## config.mk

```make
export PLATFORM = sky130hd
export DESIGN_NAME = vpage_tlb
export DESIGN_NICKNAME = d
export VERILOG_FILES = /design/src/rtl/vpage_tlb_pkg.sv /design/src/rtl/tlb_match.sv /design/src/rtl/tlb_victim.sv /design/src/rtl/tlb_age.sv /design/src/rtl/vpage_tlb.sv
export SDC_FILE = /design/constraint.sdc
export NUM_CORES = 1
export LEC_CHECK = 0
export BUFFER_PORTS_ARGS = -buffer_cell sky130_fd_sc_hd__clkbuf_2
export CORE_MARGIN = 4
export CORE_UTILIZATION = 60
export DETAILED_ROUTE_END_ITERATION = 12
export PLACE_DENSITY = 0.79
export SLEW_MARGIN = 20
export SYNTH_ARGS = -nofsm -noshare
export SYNTH_HDL_FRONTEND = slang
export SYNTH_SLANG_ARGS = --single-unit
```

## constraint.sdc

```tcl
create_clock -name clk -period 10.2 [get_ports clk]
set_input_delay 1.02 -clock clk [delete_from_list [all_inputs] [get_ports clk]]
set_output_delay 1.02 -clock clk [all_outputs]
set_load 0.05 [all_outputs]
```

## src/rtl/vpage_tlb_pkg.sv

```systemverilog
package vpage_tlb_pkg;
  // Positions of the permission bits in an entry.
  localparam int PERM_RD = 0;
  localparam int PERM_WR = 1;

  // True when the permissions allow the requested access.
  function automatic logic perm_allows(input logic [1:0] perm, input logic is_write);
    return is_write ? perm[PERM_WR] : perm[PERM_RD];
  endfunction
endpackage

```

## src/rtl/tlb_match.sv

```systemverilog
module tlb_match #(
  parameter int N     = 8,
  parameter int VPN_W = 8,
  parameter int IDX_W = 3
) (
  input  logic [N-1:0][VPN_W-1:0] tags_i,
  input  logic [N-1:0]            valid_i,
  input  logic [VPN_W-1:0]        key_i,
  output logic [N-1:0]            hit_vec_o,
  output logic                    hit_o,
  output logic [IDX_W-1:0]        hit_idx_o
);
  genvar g;
  generate
    for (g = 0; g < N; g++) begin : g_cmp
      assign hit_vec_o[g] = valid_i[g] && (tags_i[g] == key_i);
    end
  endgenerate

  assign hit_o = |hit_vec_o;

  always_comb begin
    hit_idx_o = '0;
    for (int i = 0; i < N; i++)
      if (hit_vec_o[i]) hit_idx_o = hit_idx_o | IDX_W'(i);
  end
endmodule

```

## src/rtl/tlb_victim.sv

```systemverilog
module tlb_victim #(
  parameter int N     = 8,
  parameter int IDX_W = 3
) (
  input  logic [N-1:0]            valid_i,
  input  logic [N-1:0][IDX_W-1:0] ranks_i,
  output logic [IDX_W-1:0]        victim_o
);
  localparam logic [IDX_W-1:0] OLDEST = IDX_W'(N - 1);

  logic             free_found;
  logic [IDX_W-1:0] free_idx;
  logic [IDX_W-1:0] old_idx;

  always_comb begin
    free_found = 1'b0;
    free_idx   = '0;
    for (int i = N - 1; i >= 0; i--) begin
      if (!valid_i[i]) begin
        free_found = 1'b1;
        free_idx   = IDX_W'(i);
      end
    end
  end

  always_comb begin
    old_idx = '0;
    for (int i = 0; i < N; i++)
      if (ranks_i[i] == OLDEST) old_idx = IDX_W'(i);
  end

  assign victim_o = free_found ? free_idx : old_idx;
endmodule

```

## src/rtl/tlb_age.sv

```systemverilog
module tlb_age #(
  parameter int N     = 8,
  parameter int IDX_W = 3
) (
  input  logic                    clk,
  input  logic                    rst,
  input  logic                    clear_i,
  input  logic                    touch_i,
  input  logic [IDX_W-1:0]        touch_idx_i,
  output logic [N-1:0][IDX_W-1:0] ranks_o
);
  logic [N-1:0][IDX_W-1:0] rank_q;
  logic [IDX_W-1:0]        pivot;

  assign pivot = rank_q[touch_idx_i];

  always_ff @(posedge clk) begin
    if (rst || clear_i) begin
      for (int i = 0; i < N; i++) rank_q[i] <= IDX_W'(i);
    end else if (touch_i) begin
      for (int i = 0; i < N; i++) begin
        if (IDX_W'(i) == touch_idx_i) rank_q[i] <= '0;
        else if (rank_q[i] < pivot)   rank_q[i] <= rank_q[i] + 1'b1;
      end
    end
  end

  assign ranks_o = rank_q;
endmodule

```

## src/rtl/vpage_tlb.sv

```systemverilog
module vpage_tlb
  import vpage_tlb_pkg::*;
#(
  parameter int VA_W    = 16,
  parameter int PA_W    = 16,
  parameter int OFF_W   = 8,
  parameter int ENTRIES = 8,
  parameter int PERM_W  = 2
) (
  input  logic                        clk,
  input  logic                        rst,
  input  logic                        lk_valid,
  input  logic [VA_W-1:0]             lk_vaddr,
  input  logic                        lk_write,
  output logic                        lk_hit,
  output logic [PA_W-1:0]             lk_paddr,
  output logic                        lk_page_fault,
  output logic                        lk_prot_fault,
  output logic                        lk_dirty,
  input  logic                        fill_valid,
  input  logic [VA_W-OFF_W-1:0]       fill_vpn,
  input  logic [PA_W-OFF_W-1:0]       fill_ppn,
  input  logic [PERM_W-1:0]           fill_perm,
  input  logic                        fill_dirty,
  input  logic                        base_wr,
  output logic [$clog2(ENTRIES)-1:0]  victim_slot
);
  localparam int VPN_W = VA_W - OFF_W;
  localparam int PPN_W = PA_W - OFF_W;
  localparam int IDX_W = $clog2(ENTRIES);

  // Entry storage: tags, page numbers and permissions are plain memories.
  logic [ENTRIES-1:0][VPN_W-1:0]  tag_q;
  logic [ENTRIES-1:0][PPN_W-1:0]  ppn_q;
  logic [ENTRIES-1:0][PERM_W-1:0] perm_q;
  logic [ENTRIES-1:0]             valid_q;
  logic [ENTRIES-1:0]             dirty_q;
  logic [ENTRIES-1:0][IDX_W-1:0]  ranks;

  logic [ENTRIES-1:0] hit_vec;
  logic               hit_any;
  logic [IDX_W-1:0]   hit_idx;
  logic [ENTRIES-1:0] fhit_vec;
  logic               fhit_any;
  logic [IDX_W-1:0]   fhit_idx;
  logic [IDX_W-1:0]   victim_idx;

  logic               fill_go;
  logic [IDX_W-1:0]   fill_slot;
  logic               access_ok;
  logic               upd_lookup;
  logic               touch_en;
  logic [IDX_W-1:0]   touch_idx;

  tlb_match #(.N(ENTRIES), .VPN_W(VPN_W), .IDX_W(IDX_W)) u_lk_match (
    .tags_i(tag_q), .valid_i(valid_q), .key_i(lk_vaddr[VA_W-1:OFF_W]),
    .hit_vec_o(hit_vec), .hit_o(hit_any), .hit_idx_o(hit_idx)
  );

  tlb_match #(.N(ENTRIES), .VPN_W(VPN_W), .IDX_W(IDX_W)) u_fill_match (
    .tags_i(tag_q), .valid_i(valid_q), .key_i(fill_vpn),
    .hit_vec_o(fhit_vec), .hit_o(fhit_any), .hit_idx_o(fhit_idx)
  );

  tlb_victim #(.N(ENTRIES), .IDX_W(IDX_W)) u_victim (
    .valid_i(valid_q), .ranks_i(ranks), .victim_o(victim_idx)
  );

  // Lookup side
  assign lk_hit        = lk_valid && hit_any;
  assign access_ok     = perm_allows(perm_q[hit_idx], lk_write);
  assign lk_prot_fault = lk_hit && !access_ok;
  assign lk_page_fault = lk_valid && !hit_any;
  assign lk_paddr      = lk_hit ? {ppn_q[hit_idx], lk_vaddr[OFF_W-1:0]} : '0;
  assign lk_dirty      = lk_hit && dirty_q[hit_idx];
  assign victim_slot   = victim_idx;

  // Update arbitration: flush > refill > lookup
  assign fill_go    = fill_valid && !base_wr;
  assign fill_slot  = fhit_any ? fhit_idx : victim_idx;
  assign upd_lookup = lk_hit && access_ok && !fill_valid && !base_wr;
  assign touch_en   = fill_go || upd_lookup;
  assign touch_idx  = fill_go ? fill_slot : hit_idx;

  tlb_age #(.N(ENTRIES), .IDX_W(IDX_W)) u_age (
    .clk(clk), .rst(rst), .clear_i(base_wr),
    .touch_i(touch_en), .touch_idx_i(touch_idx), .ranks_o(ranks)
  );

  genvar g;
  generate
    for (g = 0; g < ENTRIES; g++) begin : g_entry
      logic sel_fill;
      logic sel_dirty;
      assign sel_fill  = fill_go && (fill_slot == IDX_W'(g));
      assign sel_dirty = upd_lookup && lk_write && (hit_idx == IDX_W'(g));

      // Payload: written without reset
      always_ff @(posedge clk) begin
        if (sel_fill) begin
          tag_q[g]  <= fill_vpn;
          ppn_q[g]  <= fill_ppn;
          perm_q[g] <= fill_perm;
        end
      end

      // Flags: cleared by reset and flush
      always_ff @(posedge clk) begin
        if (rst || base_wr) begin
          valid_q[g] <= 1'b0;
          dirty_q[g] <= 1'b0;
        end else if (sel_fill) begin
          valid_q[g] <= 1'b1;
          dirty_q[g] <= fill_dirty;
        end else if (sel_dirty) begin
          dirty_q[g] <= 1'b1;
        end
      end
    end
  endgenerate
endmodule

```

**Word level (Yosys, flattened, before mapping)**

Index checks and enable logic that the tools add are counted.

- Output and inout port bits: 23
- Word-level logic and storage cells: 268
- Register bits after elaboration: 184

- Add/subtract/negate cells: 8
- $lt $le $gt $ge: 10
- Equal/unequal tests: 44
- Reductions and logical operators: 76
- Multiplexer cells: 82

Operator list:

| cell | number |
|---|---|
| 8-bit == test | 16 |
| 3-bit 2-to-1 mux | 40 |
| 3-bit == test, second input constant | 15 |
| 1-bit logical AND | 41 |
| 2-bit nonzero test | 16 |
| 1-bit 2-to-1 mux | 29 |
| 3-bit by 1-bit adder with 3-bit output, second input constant | 8 |
| 8-bit binary-select mux with 3-bit select | 1 |
| 3-bit less-than comparator | 8 |
| 16-bit 2-to-1 mux | 1 |
| 2-bit AND reduction | 8 |
| 8-bit OR reduction | 2 |
| 2-bit 2-to-1 mux | 7 |
| 3-bit by 2-bit == test with 1-bit output, second input constant | 4 |
| 3-bit == test, first input constant | 4 |
| 3-bit binary-select mux with 3-bit select | 1 |
| 3-bit zero test | 3 |
| 3-bit by 4-bit less-than comparator with 1-bit output, second input constant | 2 |
| 8-bit 2-to-1 mux | 1 |
| 2-bit binary-select mux with 3-bit select | 1 |
| 2-bit by 3-bit == test with 1-bit output, first input constant | 2 |
| 3-bit by 1-bit == test with 1-bit output, second input constant | 2 |
| 1-bit zero test | 4 |
| 1-bit binary-select mux with 3-bit select | 1 |
| other kinds (2) | 3 |

**Depth between registers and ports, before layout**

- Word-level depth: 19
- Depth in mapped cells: 19
- Gate-level depth less buffers: 18

**Modules after synthesis**

From an unflattened synthesis, not the netlist that was laid out.

- Cell total of the unflattened synthesis: 772
- Area, all modules: 9,761.9 µm²

Modules (own cells, without submodules):

| module | area an instance (µm²) | times used | cells an instance |
|---|---|---|---|
| vpage_tlb | 5,969.5 | 1 | 311 |
| tlb_age | 1,885.6 | 1 | 207 |
| tlb_match | 872.1 | 2 | 112 |
| tlb_victim | 162.7 | 1 | 30 |

**Worst setup path before layout**

No wires, ideal clock.

- Path type: input-to-output
- From: input lk_vaddr[12]
- To: output lk_paddr[10]
- Slack: 5.407 ns
- Stages on the path: 10
- Data arrival time: 3.773 ns
- Path buffers: 3
- Data required time: 9.180 ns
- Cell sequence: buf_6 xor2_1 nor4_1 a41oi_1 nand2_1 clkbuf_1 buf_1 nand2_1 a311o_1 a21oi_1

- Word-level cells in the longest chain between the ends: 12
- Elaborated cells between the ends (all ways): 28
- Those cells by class: eq/ne: 8; mux: 10; reduce/logical: 10

RTL lines:

| what | RTL line | RTL |
|---|---|---|
| from (decl) | vpage_tlb.sv:13 | `input logic [VA_W-1:0] lk_vaddr,` |
| 8-bit == test | tlb_match.sv:16 | `assign hit_vec_o[g] = valid_i[g] && (tags_i[g] == key_i);` |
| 1-bit logical AND | tlb_match.sv:16 |  |
| 1-bit 2-to-1 mux | tlb_match.sv:25 | `if (hit_vec_o[i]) hit_idx_o = hit_idx_o \| IDX_W'(i);` |
| 2-bit 2-to-1 mux (2 in a row) | tlb_match.sv:25 |  |
| 3-bit 2-to-1 mux (4 in a row) | tlb_match.sv:25 |  |
| 8-bit binary-select mux with 3-bit select | vpage_tlb.sv:74 | `assign lk_paddr = lk_hit ? {ppn_q[hit_idx], lk_vaddr[OFF_W-1:0]} : '0;` |
| 8-bit 2-to-1 mux (implied by the code) | vpage_tlb.sv:74 |  |
| 16-bit 2-to-1 mux (*) | vpage_tlb.sv:74 |  |
| to (decl) | vpage_tlb.sv:16 | `output logic [PA_W-1:0] lk_paddr,` |

Every way passes the cells marked *; elsewhere a longest branch is shown, timed or not. The select of a mux whose other input is x is not followed.

**Worst setup path in the final report**

- From: input lk_vaddr[14]
- To: output lk_prot_fault

- Word-level cells in the longest chain between the ends: 14
- Elaborated cells between the ends (all ways): 30
- Those cells by class: eq/ne: 8; mux: 10; reduce/logical: 12

RTL lines:

| what | RTL line | RTL |
|---|---|---|
| 8-bit == test | tlb_match.sv:16 |  |
| 1-bit logical AND | tlb_match.sv:16 |  |
| 1-bit 2-to-1 mux | tlb_match.sv:25 |  |
| 2-bit 2-to-1 mux (2 in a row) | tlb_match.sv:25 |  |
| 3-bit 2-to-1 mux (4 in a row) | tlb_match.sv:25 |  |
| 2-bit binary-select mux with 3-bit select | vpage_tlb.sv:71 | `assign access_ok = perm_allows(perm_q[hit_idx], lk_write);` |
| 2-bit 2-to-1 mux (implied by the code) | vpage_tlb.sv:71 |  |
| 1-bit 2-to-1 mux | vpage_tlb_pkg.sv:8 | `return is_write ? perm[PERM_WR] : perm[PERM_RD];` |
| 1-bit zero test | vpage_tlb.sv:72 | `assign lk_prot_fault = lk_hit && !access_ok;` |
| 1-bit logical AND (*) | vpage_tlb.sv:72 |  |
| to (decl) | vpage_tlb.sv:18 | `output logic lk_prot_fault,` |

Marked as above.

==> flow_metrics.tcl <==
set metrics [dict create \
    status "completed" \
    synth_edf_count 144 \
    yosys.area_share.adder 0.02949 \
    yosysUniqueCellTypes 74 \
    p_clk_frac 0.428 \
    grt_pass1_vias 6820 \
    layout_common_cells "144 x edfxtp_1, 132 x nand2_1, 84 x xnor2_1" \
    vias 7183 \
    via_per_inst 6.246 \
    path_class "input port to output pin" \
    hold_path_startpoint "u_age.ranks_o[2]" \
    ios 64 \
    ys_seq_elements 184 \
    arrival_ps 4400 \
    ir_drop_uv 130.2 \
    num_rows 46 \
    synthSimpleGateAreaFrac 0.1699 \
    hp-class "flip-flop to flip-flop" \
    hold_viol_final 0 \
    maxCapViolations 0 \
    cp.required_ps 9180 \
    fin_crit_sh 0.5317 \
    max_freq_mhz 184.4 \
    grt_max_degree 45 \
    antenna_found_initial 0 \
    cts_resized 0 \
    fp.dieW_um 135.5 \
    layout_min_cycle_time_ps 5423 \
    internal_power_mw 1.194 \
    ys.flop_type "edfxtp_1" \
    synthCells 871 \
    wl_per_cell_um 20.79 \
    start_util 0.6142 \
    syn_avg_cell_area_sq_um 11.20 \
    netlist_area_sq_mm 0.009757 \
    synth_top_family_by_area "simple AND/OR/NAND/NOR gates" \
    end_kind "output pin" \
    first_iter_violations 689 \
    gp_congestion 0.9367 \
    synthToLayoutAreaGrowth_pct 10.64 \
    cts_buffers 17 \
    crit_fanout 21 \
    holdBufCountCts 0 \
    root_buffer "clkbuf_16" \
    grt_setup_unrepaired "false" \
    clkSlewWorstSetupHoldPaths_ps 80 \
    async_flop_share 0 \
    start_kind "input port" \
    fin_tns_setup_ps 0 \
    die_area_sq_mm 0.01837 \
    share_seq_of_total_power 0.505 \
    synth-xor-area-share 0.1164 \
    coreArea_sq_mm 0.01589 \
    final_common_cell "edfxtp_1" \
    finalMaxSlewViolations 0 \
    synthTopCellsByArea "edfxtp_1 44%, dfxtp_1 8.2%, xnor2_1 7.5%" \
    seq_area_frac_synth 0.5253 \
    ys_warn_count 0 \
    routed_wl_um 23910 \
    p_comb_frac 0.066 \
    clk_latency_ps 460 \
    grt_pass1_wl_um 37670 \
    fin_skew_ps 20.55 \
    grt_overflow 0 \
    cts_sinks 184 \
    ant_nets 0 \
    r2r_setup_slack_ps 5390 \
    syn_nets 935 \
    antenna_cells 0 \
    cts_setup_buffers 0 \
    place_hpwl_um 15710 \
    final_nets 985 \
    dp.cells 1118 \
    port_buffers 63 \
    p_sw_uw 421.2 \
    muxShareOfSynthArea 0.02411 \
    startpoint "lk_vaddr[14]" \
    tightest_slew_ps 1149 \
    leakagePower_nw 3.822 \
    drive_gt1_frac 0.1552 \
    cts_tree "done" \
    r2r_start "tag_q[48]" \
    netSwitchingFraction 0.2608 \
    drtPass1Iterations 8 \
    synth_compound_area_frac 0.09900 \
    htree_num_levels 4 \
    cts_buffer_depth 2 \
    fp.dieH_um 135.5 \
    synth_top_area_frac 0.4432 \
    p_per_area_mw_per_mm2 149.6 \
    slew_headroom 0.2343 \
    post-synth-top-area-cell "edfxtp_1" \
    final-setup-viol-count 0 \
    drc 0 \
    track_usage 0.2688 \
    fin_cells 1150 \
]
==> flip-flops by register name (all words and copies together) (netlist names) <==
register and flops:
tag_q 64, u_age.ranks_o 24, ppn_q 64, valid_q 8, perm_q 16, dirty_q 8
==> Yosys cell counts (all sizes together), types with 3 or more instances <==
master	n
a31oi	6
buf	23
o22a	4
nand2	132
or3	4
and3	11
ha	23
a311oi	3
nor4	12
nor3	29
and2	10
nor2	46
nand4	29
a211oi	7
clkbuf	22
o211ai	7
o21ai	18
edfxtp	144
o31a	3
o22ai	3
a32o	4
nor4b	3
and4bb	4
xor2	42
a21oi	24
a221o	7
mux2	5
nor2b	3
o2111ai	3
or4b	3
o21a	5
dfxtp	40
mux2i	14
inv	11
nand3	35
a311o	19
xnor2	86
==> power by group through the flow <==
| stage | Clock, mW | Combinational, mW | Sequential, mW |
|---|---|---|---|
| after global routing | 0.732 | 0.118 | 0.816 |
| after floorplan | 0 | 0.0780 | 0.832 |
| after global placement | 0 | 0.103 | 0.833 |
| final | 0.692 | 0.107 | 0.816 |
| after detailed placement | 0 | 0.105 | 0.833 |
| after CTS | 0.697 | 0.106 | 0.816 |
==> stage by stage <==
| stage | setup slack, ps | area (sq um) | util | hold WS (ps) | total power, mW |
|---|---|---|---|---|---|
| after floorplan | 5407 | 9757 | - | 473.6 | 0.9103 |
| after global placement | 4789 | 10170 | 0.6401 | 514.8 | 0.9361 |
| after detailed placement | 4610 | 10170 | 0.6401 | 518.1 | 0.9384 |
| after CTS | 4811 | 10800 | 0.6796 | 531.9 | 1.619 |
| after global routing | 4619 | 10800 | 0.6796 | 575.0 | 1.667 |
| final | 4777 | 10800 | 0.6796 | 535.2 | 1.615 |
==> critical path, stage by stage <==
cell and delay (ps):
clkbuf_2 210, xnor2_1 340, nand3_1 170, nor4_4 300
or4_1 930, mux2i_1 210, mux2_2 310, mux4_2 490
and2_1 180, clkbuf_2 230
==> kinds of logic after synthesis <==
kind of cell / Yosys count
buffers and inverters: 56
multiplexers: 20
AND/OR/NAND/NOR: 333
XOR/XNOR: 128
flip-flops: 184
AO/OA/AOI/OAI: 127
adder cells (fa/ha/maj): 23
==> layout make-up <==
type | instances | area, sq um
fillers | 1195 | 5090
clock buffers | 17 | 425.4
multi-input cells | 631 | 4319
well taps | 216 | 270.3
repair buffers | 76 | 412.9
inverters | 11 | 41.29
flip-flops and latches | 184 | 5125
clock inverters | 15 | 201.4
==> per-layer routing <==
metal	vias up	track usage	share of wire
li1	3323	-	-
met1	3480	0.3782	0.42
met2	335	0.4226	0.48
met3	45	0.05015	0.070
met4	0	0.09462	0.027
met5	-	0	0
==> final timing paths <==
check                           end  cells after the start
hold / removal     u_age.ranks_o[2]                      2
hold reg to reg    u_age.ranks_o[2]                      2
setup reg to reg  u_age.ranks_o[12]                     13
setup / recovery      lk_prot_fault                     10
Power figures use the tool's default switching activity.
